$ cat config.mk
export PLATFORM = sky130hd
export DESIGN_NAME = flash_toggle_status
export DESIGN_NICKNAME = d
export VERILOG_FILES = /design/src/rtl/fts_pkg.sv /design/src/rtl/fts_sector_lookup.sv /design/src/rtl/fts_abort_timer.sv /design/src/rtl/flash_toggle_status.sv
export SDC_FILE = /design/constraint.sdc
export NUM_CORES = 1
export LEC_CHECK = 0
export BUFFER_PORTS_ARGS = -buffer_cell sky130_fd_sc_hd__buf_2
export CAP_MARGIN = 20
export CORE_MARGIN = 2
export CORE_UTILIZATION = 40
export CTS_CLUSTER_SIZE = 8
export DETAILED_ROUTE_END_ITERATION = 10
export PLACE_DENSITY = 0.69
export SLEW_MARGIN = 25
export SYNTH_ARGS = -nofsm -noshare
export SYNTH_HDL_FRONTEND = slang
export SYNTH_HIERARCHICAL = 1
export SYNTH_SLANG_ARGS = --single-unit
export TNS_END_PERCENT = 20
$ cat constraint.sdc
create_clock -name clk -period 1.83 [get_ports clk]
set_input_delay 0 -clock clk [delete_from_list [all_inputs] [get_ports clk]]
set_output_delay 0 -clock clk [all_outputs]
set_load 0.005 [all_outputs]
$ cat src/rtl/fts_pkg.sv
package fts_pkg;

    typedef enum logic [2:0] {
        OP_IDLE      = 3'd0,
        OP_PROG      = 3'd1,
        OP_ERS_WAIT  = 3'd2,
        OP_ERASE     = 3'd3,
        OP_ERS_SUSP  = 3'd4,
        OP_SUSP_PROG = 3'd5
    } op_state_e;

    typedef struct packed {
        logic busy_tog;
        logic sect_tog;
    } tog_state_t;

    // An embedded algorithm is running (busy bit advances)
    function automatic logic op_is_running(logic [2:0] st);
        return (st == OP_PROG) || (st == OP_ERS_WAIT) ||
               (st == OP_ERASE) || (st == OP_SUSP_PROG);
    endfunction

    // An erase is pending, active or suspended (sector bit may advance)
    function automatic logic op_erase_pending(logic [2:0] st);
        return (st == OP_ERS_WAIT) || (st == OP_ERASE) ||
               (st == OP_ERS_SUSP) || (st == OP_SUSP_PROG);
    endfunction

    // Codes 0, 6 and 7 behave as idle
    function automatic logic op_is_idle(logic [2:0] st);
        return !(op_is_running(st) || (st == OP_ERS_SUSP));
    endfunction

endpackage

$ cat src/rtl/fts_sector_lookup.sv
module fts_sector_lookup #(
    parameter int NUM_SECT = 8,
    localparam int SECT_W  = $clog2(NUM_SECT)
) (
    input  logic [SECT_W-1:0]   sect_idx,
    input  logic [NUM_SECT-1:0] sect_mask,
    output logic                hit
);

    logic [NUM_SECT-1:0] onehot;

    for (genvar g = 0; g < NUM_SECT; g++) begin : g_dec
        assign onehot[g] = (sect_idx == SECT_W'(g));
    end

    assign hit = |(onehot & sect_mask);

endmodule

$ cat src/rtl/fts_abort_timer.sv
module fts_abort_timer #(
    parameter int ERASE_ABORT_CYC = 25000,
    parameter int PROG_ABORT_CYC  = 250,
    localparam int MAX_CYC = (ERASE_ABORT_CYC > PROG_ABORT_CYC) ? ERASE_ABORT_CYC : PROG_ABORT_CYC,
    localparam int CNT_W   = $clog2(MAX_CYC + 1)
) (
    input  logic clk,
    input  logic rst_n,
    input  logic start,
    input  logic start_erase,
    output logic active,
    output logic active_erase
);

    localparam logic [CNT_W-1:0] ERS_LOAD = CNT_W'(ERASE_ABORT_CYC - 1);
    localparam logic [CNT_W-1:0] PRG_LOAD = CNT_W'(PROG_ABORT_CYC - 1);

    typedef struct packed {
        logic             run;
        logic             ers;
        logic [CNT_W-1:0] cnt;
    } tmr_t;

    tmr_t tmr_d, tmr_q;

    always_comb begin
        tmr_d = tmr_q;
        if (tmr_q.run) begin
            if (tmr_q.cnt == '0) begin
                tmr_d.run = 1'b0;
                tmr_d.ers = 1'b0;
            end else begin
                tmr_d.cnt = tmr_q.cnt - 1'b1;
            end
        end else if (start) begin
            tmr_d.run = 1'b1;
            tmr_d.ers = start_erase;
            tmr_d.cnt = start_erase ? ERS_LOAD : PRG_LOAD;
        end
    end

    always_ff @(posedge clk or negedge rst_n) begin
        if (!rst_n) tmr_q <= '0;
        else        tmr_q <= tmr_d;
    end

    assign active       = tmr_q.run;
    assign active_erase = tmr_q.run & tmr_q.ers;

    assert_cnt_bound_R8: assert property (@(posedge clk) disable iff (!rst_n)
        tmr_q.run |-> (tmr_q.cnt <= (tmr_q.ers ? ERS_LOAD : PRG_LOAD)));

    assert_abort_end_R7: assert property (@(posedge clk) disable iff (!rst_n)
        $fell(tmr_q.run) |-> ($past(tmr_q.cnt) == '0));

    assert_no_restart_R9: assert property (@(posedge clk) disable iff (!rst_n)
        start |-> !tmr_q.run);

endmodule

$ cat src/rtl/flash_toggle_status.sv
module flash_toggle_status
    import fts_pkg::*;
#(
    parameter int NUM_SECT        = 8,
    parameter int ADDR_W          = 12,
    parameter int ERASE_ABORT_CYC = 25000,
    parameter int PROG_ABORT_CYC  = 250
) (
    input  logic                clk,
    input  logic                rst_n,
    input  logic [2:0]          op_state,
    input  logic                cmd_commit,
    input  logic                cmd_erase,
    input  logic [ADDR_W-1:0]   cmd_addr,
    input  logic [NUM_SECT-1:0] erase_sel,
    input  logic [NUM_SECT-1:0] prot_mask,
    input  logic                rd_strobe,
    input  logic [ADDR_W-1:0]   rd_addr,
    output logic                dq6,
    output logic                dq2,
    output logic                array_mode
);

    localparam int SECT_W = $clog2(NUM_SECT);

    logic       rd_hit, cmd_prot_hit;
    logic       abort_run, abort_ers;
    logic       busy, ers_pend, abort_go;
    logic       unused_addr_bits;
    tog_state_t tog_d, tog_q;

    assign unused_addr_bits = ^{rd_addr[ADDR_W-SECT_W-1:0], cmd_addr[ADDR_W-SECT_W-1:0]};

    fts_sector_lookup #(.NUM_SECT(NUM_SECT)) i_rd_lookup (
        .sect_idx  (rd_addr[ADDR_W-1 -: SECT_W]),
        .sect_mask (erase_sel),
        .hit       (rd_hit)
    );

    fts_sector_lookup #(.NUM_SECT(NUM_SECT)) i_cmd_lookup (
        .sect_idx  (cmd_addr[ADDR_W-1 -: SECT_W]),
        .sect_mask (prot_mask),
        .hit       (cmd_prot_hit)
    );

    fts_abort_timer #(
        .ERASE_ABORT_CYC (ERASE_ABORT_CYC),
        .PROG_ABORT_CYC  (PROG_ABORT_CYC)
    ) i_abort_timer (
        .clk          (clk),
        .rst_n        (rst_n),
        .start        (abort_go),
        .start_erase  (cmd_erase),
        .active       (abort_run),
        .active_erase (abort_ers)
    );

    assign busy       = op_is_running(op_state) | abort_run;
    assign ers_pend   = op_erase_pending(op_state) | abort_ers;
    assign array_mode = op_is_idle(op_state) & ~abort_run;

    // Commit is judged only while reads return array data
    always_comb begin
        abort_go = 1'b0;
        if (cmd_commit && array_mode) begin
            if (cmd_erase)
                abort_go = (erase_sel != '0) && ((erase_sel & ~prot_mask) == '0);
            else
                abort_go = cmd_prot_hit;
        end
    end

    always_comb begin
        tog_d = tog_q;
        if (array_mode) begin
            tog_d = '0;
        end else if (rd_strobe) begin
            if (busy)
                tog_d.busy_tog = ~tog_q.busy_tog;
            if (ers_pend && rd_hit)
                tog_d.sect_tog = ~tog_q.sect_tog;
        end
    end

    always_ff @(posedge clk or negedge rst_n) begin
        if (!rst_n) tog_q <= '0;
        else        tog_q <= tog_d;
    end

    assign dq6 = tog_q.busy_tog & ~array_mode;
    assign dq2 = tog_q.sect_tog & ~array_mode;

    assert_dq6_flip_R2: assert property (@(posedge clk) disable iff (!rst_n)
        (rd_strobe && op_is_running(op_state)) |=> (tog_q.busy_tog != $past(tog_q.busy_tog)));

    assert_dq6_hold_susp_R3: assert property (@(posedge clk) disable iff (!rst_n)
        (op_state == OP_ERS_SUSP && !abort_run) |=> $stable(tog_q.busy_tog));

    assert_dq2_quiet_R5: assert property (@(posedge clk) disable iff (!rst_n)
        (!array_mode && !(rd_strobe && rd_hit)) |=> $stable(tog_q.sect_tog));

    assert_array_clear_R6: assert property (@(posedge clk) disable iff (!rst_n)
        array_mode |=> (tog_q.busy_tog == 1'b0 && tog_q.sect_tog == 1'b0));

endmodule

==> run_results.csv <==
group,metric,value,unit
sta,finalSetupViolations,6,
global_routing,grt_pass1_vias,1689,
floorplanning,io_pins,51,
sta,skew,0.0131,ns
status,outcome,"complete, but fails checks",
layout,final_core_util,0.579,
critical_path,worstSetupEndpointType,"flop",
logic_synthesis,ys.flop_type,"dfrtp_1",
global_routing,antenna_found_initial,0,
drt,wl_per_cell,15.4,um
clock_network,cts_tree,"done",
global_routing,grt_overflow,0,
drt,routed_wirelength,4210,um
clock_network,clk_latency,0.32,ns
sta,max_clock_freq,518,MHz
power,finalPower,2310,uW
layout,num-fill-cells,304,
drt,vias,1590,
floorplanning,die_h,64.5,um
layout,layout_commonest_cell,"buf_2",
clock_network,cts_root_buf,"clkbuf_4",
floorplanning,core,0.00342,mm^2
logic_synthesis,netlist_instances,169,
logic_synthesis,synth-edff-count,0,
sta,holdWs,0.0279,ns
drt,drc,0,
power,power_leakage,0.000862,uW
layout,antenna_cells,0,
critical_path,cp.arrival,2.17,ns
sta,finalHoldViolCount,0,
layout,final_cell_mix,"buf_2 (32), buf_4 (29), dfrtp_1 (19)",
logic_synthesis,synth_nets,218,
layout,drive_above_1_share,0.386,
layout,fin_cells,274,
power,pwr_density_cell,1170,mW/mm^2
floorplanning,fp.dieW,64.5,um
critical_path,start_kind,"flop",
drt,drt_iter0_markers,78,
floorplanning,fp-row-count,21,
sta,rsz0062_at_grt,"true",
global_routing,track_usage,0.222,
layout,nets,278,
clock_network,cts_setup_buffers,0,
floorplanning,die-area,0.00416,mm^2
clock_network,cts_buffers,3,
clock_network,clkSlewWorstSetupHoldPaths,0.13,ns
sta,setup_ws,-0.0999,ns
critical_path,cp_cell_sequence,"inv_2, ha_4, or3b_4, or3_4, or3_1, a31oi_1",
sta,period_needed,1.93,ns
placement,gp_congestion,0.900,
clock_network,clkSinkCount,19,
logic_synthesis,yosysUniqueCellTypes,45,
run,drv_cap,0,
drt,first_pass_iters,4,
placement,port_buffers,32,
critical_path,path_class,"reg2reg",
sta,finalCritPeriodShare,1.05,
status,violations,"setup timing",
global_routing,grt_max_degree,33,
layout,synthToLayoutAreaGrowth,35.1,%
worst_hold_path,min-delay-path-class,"in2reg",
logic_synthesis,ys_seq_elements,19,
sta,slew_headroom,0.692,
critical_path,crit_required,2.07,ns
sta,tns,-0.433,ns
critical_path,slowest_stage,"dfrtp_1",
clock_network,clock_path_buffers,2,
critical_path,cpPeakStageDelay,0.42,ns
logic_synthesis,ys_seq_area_frac,0.325,
clock_network,h-tree-depth,1,
placement,dp_hpwl,3170,um
critical_path,cp_max_fo,4,
power,vdd_drop_max,0.000649,V
sta,drv_slew,0,
logic_synthesis,post_synth_instance_area,0.00146,mm^2
logic_synthesis,synthArstFlopShare,1.00,
logic_synthesis,avgSynthCellArea,8.66,um^2
drt,vias_per_cell,5.80,
logic_synthesis,synth_warnings,6,
drt,drtAntennaViolNets,0,
floorplanning,start_util,0.429,
global_routing,grt_pass1_wl,7370,um
sta,worst_pin_slew,0.462,ns
placement,dp_cells,268,
## cell type report
type / instances / area, um^2 / share of cell area
multi-input cells: 126 / 960 / 0.485
flip-flops and latches: 19 / 475 / 0.240
repair buffers: 63 / 398 / 0.201
inverters: 16 / 60.1 / 0.0304
well taps: 46 / 57.6 / 0.0291
clock buffers: 3 / 22.5 / 0.0114
clock inverters: 1 / 5.00 / 0.00253
## registers in the layout, indices dropped and copies added, names as in the netlist
register              cells
i_abort_timer/active      1
i_abort_timer/tmr_q      16
tog_q                     2
## final timing paths
kind	start	to	slack [ns]	cells after the start
hold reg to reg	i_abort_timer/tmr_q[0]	i_abort_timer/tmr_q[0]	0.57	1
setup / recovery	i_abort_timer/tmr_q[0]	i_abort_timer/tmr_q[12]	-0.1	6
min in group asynchronous	rst_n	tog_q[0]	0.14	2
max in group asynchronous	rst_n	i_abort_timer/tmr_q[14]	1.36	2
hold / removal	op_state[0]	tog_q[1]	0.03	4
setup reg to reg	i_abort_timer/tmr_q[0]	i_abort_timer/tmr_q[12]	-0.1	6
## logic make-up (layout without fill, tap and decap cells)
family,count (synthesis),in the layout,share of synthesized area
compound gates,46,46,0.220
xor+xnor,2,2,0.0120
fa+ha+maj,1,1,0.00855
buf+inv,24,83,0.0632
flops,19,19,0.325
mux,8,8,0.102
simple gates,69,69,0.270
## where the power goes
group | internal [uW] | switching, uW
combinational | 631 | 641
sequential | 610 | 195
clock | 82.0 | 154
## critical path, delay by kind of cell, from the launching register on
| kind | cells | cell delay, ns |
|---|---|---|
| simple gates | 3 | 1.04 |
| compound gates | 1 | 0.17 |
| fa+ha+maj | 1 | 0.14 |
| buf+inv | 1 | 0.09 |
| flops | 1 | 0.42 |
## metal layers
layer | global-route usage | part of all wire | wire length, um | vias up
li1 | - | - | - | 768
met4 | 0.0851 | 0.019 | 80 | 0
met3 | 0.0417 | 0.052 | 218 | 12
met1 | 0.262 | 0.42 | 1770 | 759
met2 | 0.400 | 0.51 | 2140 | 51
met5 | 0 | 0 | 0 | -
## per-stage QoR
stage	instance area (um^2)	setup slack, ns
2_1_floorplan	1480	-0.106
3_3_place_gp	1880	-0.0474
3_5_place_dp	1880	-0.0898
4_1_cts	1930	-0.114
5_1_grt	1980	-0.212
6_report	1980	-0.0999
## synth_stat cells (3+ instances only)
library cell,count,area [um^2]
o311ai_0,3,26.3
o31ai_1,3,22.5
nand2_1,11,41.3
or3_1,5,31.3
a31oi_1,8,50.1
mux4_1,4,105
o211ai_1,5,37.5
nor3_1,9,45.0
mux2_2,3,33.8
inv_1,14,52.6
nand3_1,6,30.0
clkbuf_1,6,22.5
nor2_1,11,41.3
dfrtp_1,19,475
nor4_1,5,31.3
o22ai_1,3,18.8
a21oi_1,6,30.0
or4_1,4,30.0
o21ai_0,7,35.0
## repair_timing
| action | in CTS | in global routing |
|---|---|---|
| pin swaps | 1 | 7 |
| hold buffers | 2 | 0 |
| setup endpoints to repair | 12 | 15 |
| cloned | 0 | 0 |
| endpoints found under the hold margin | 20 | 0 |
| gates resized for setup | 3 | 13 |
No activity file was read; power rests on OpenSTA's default activity.
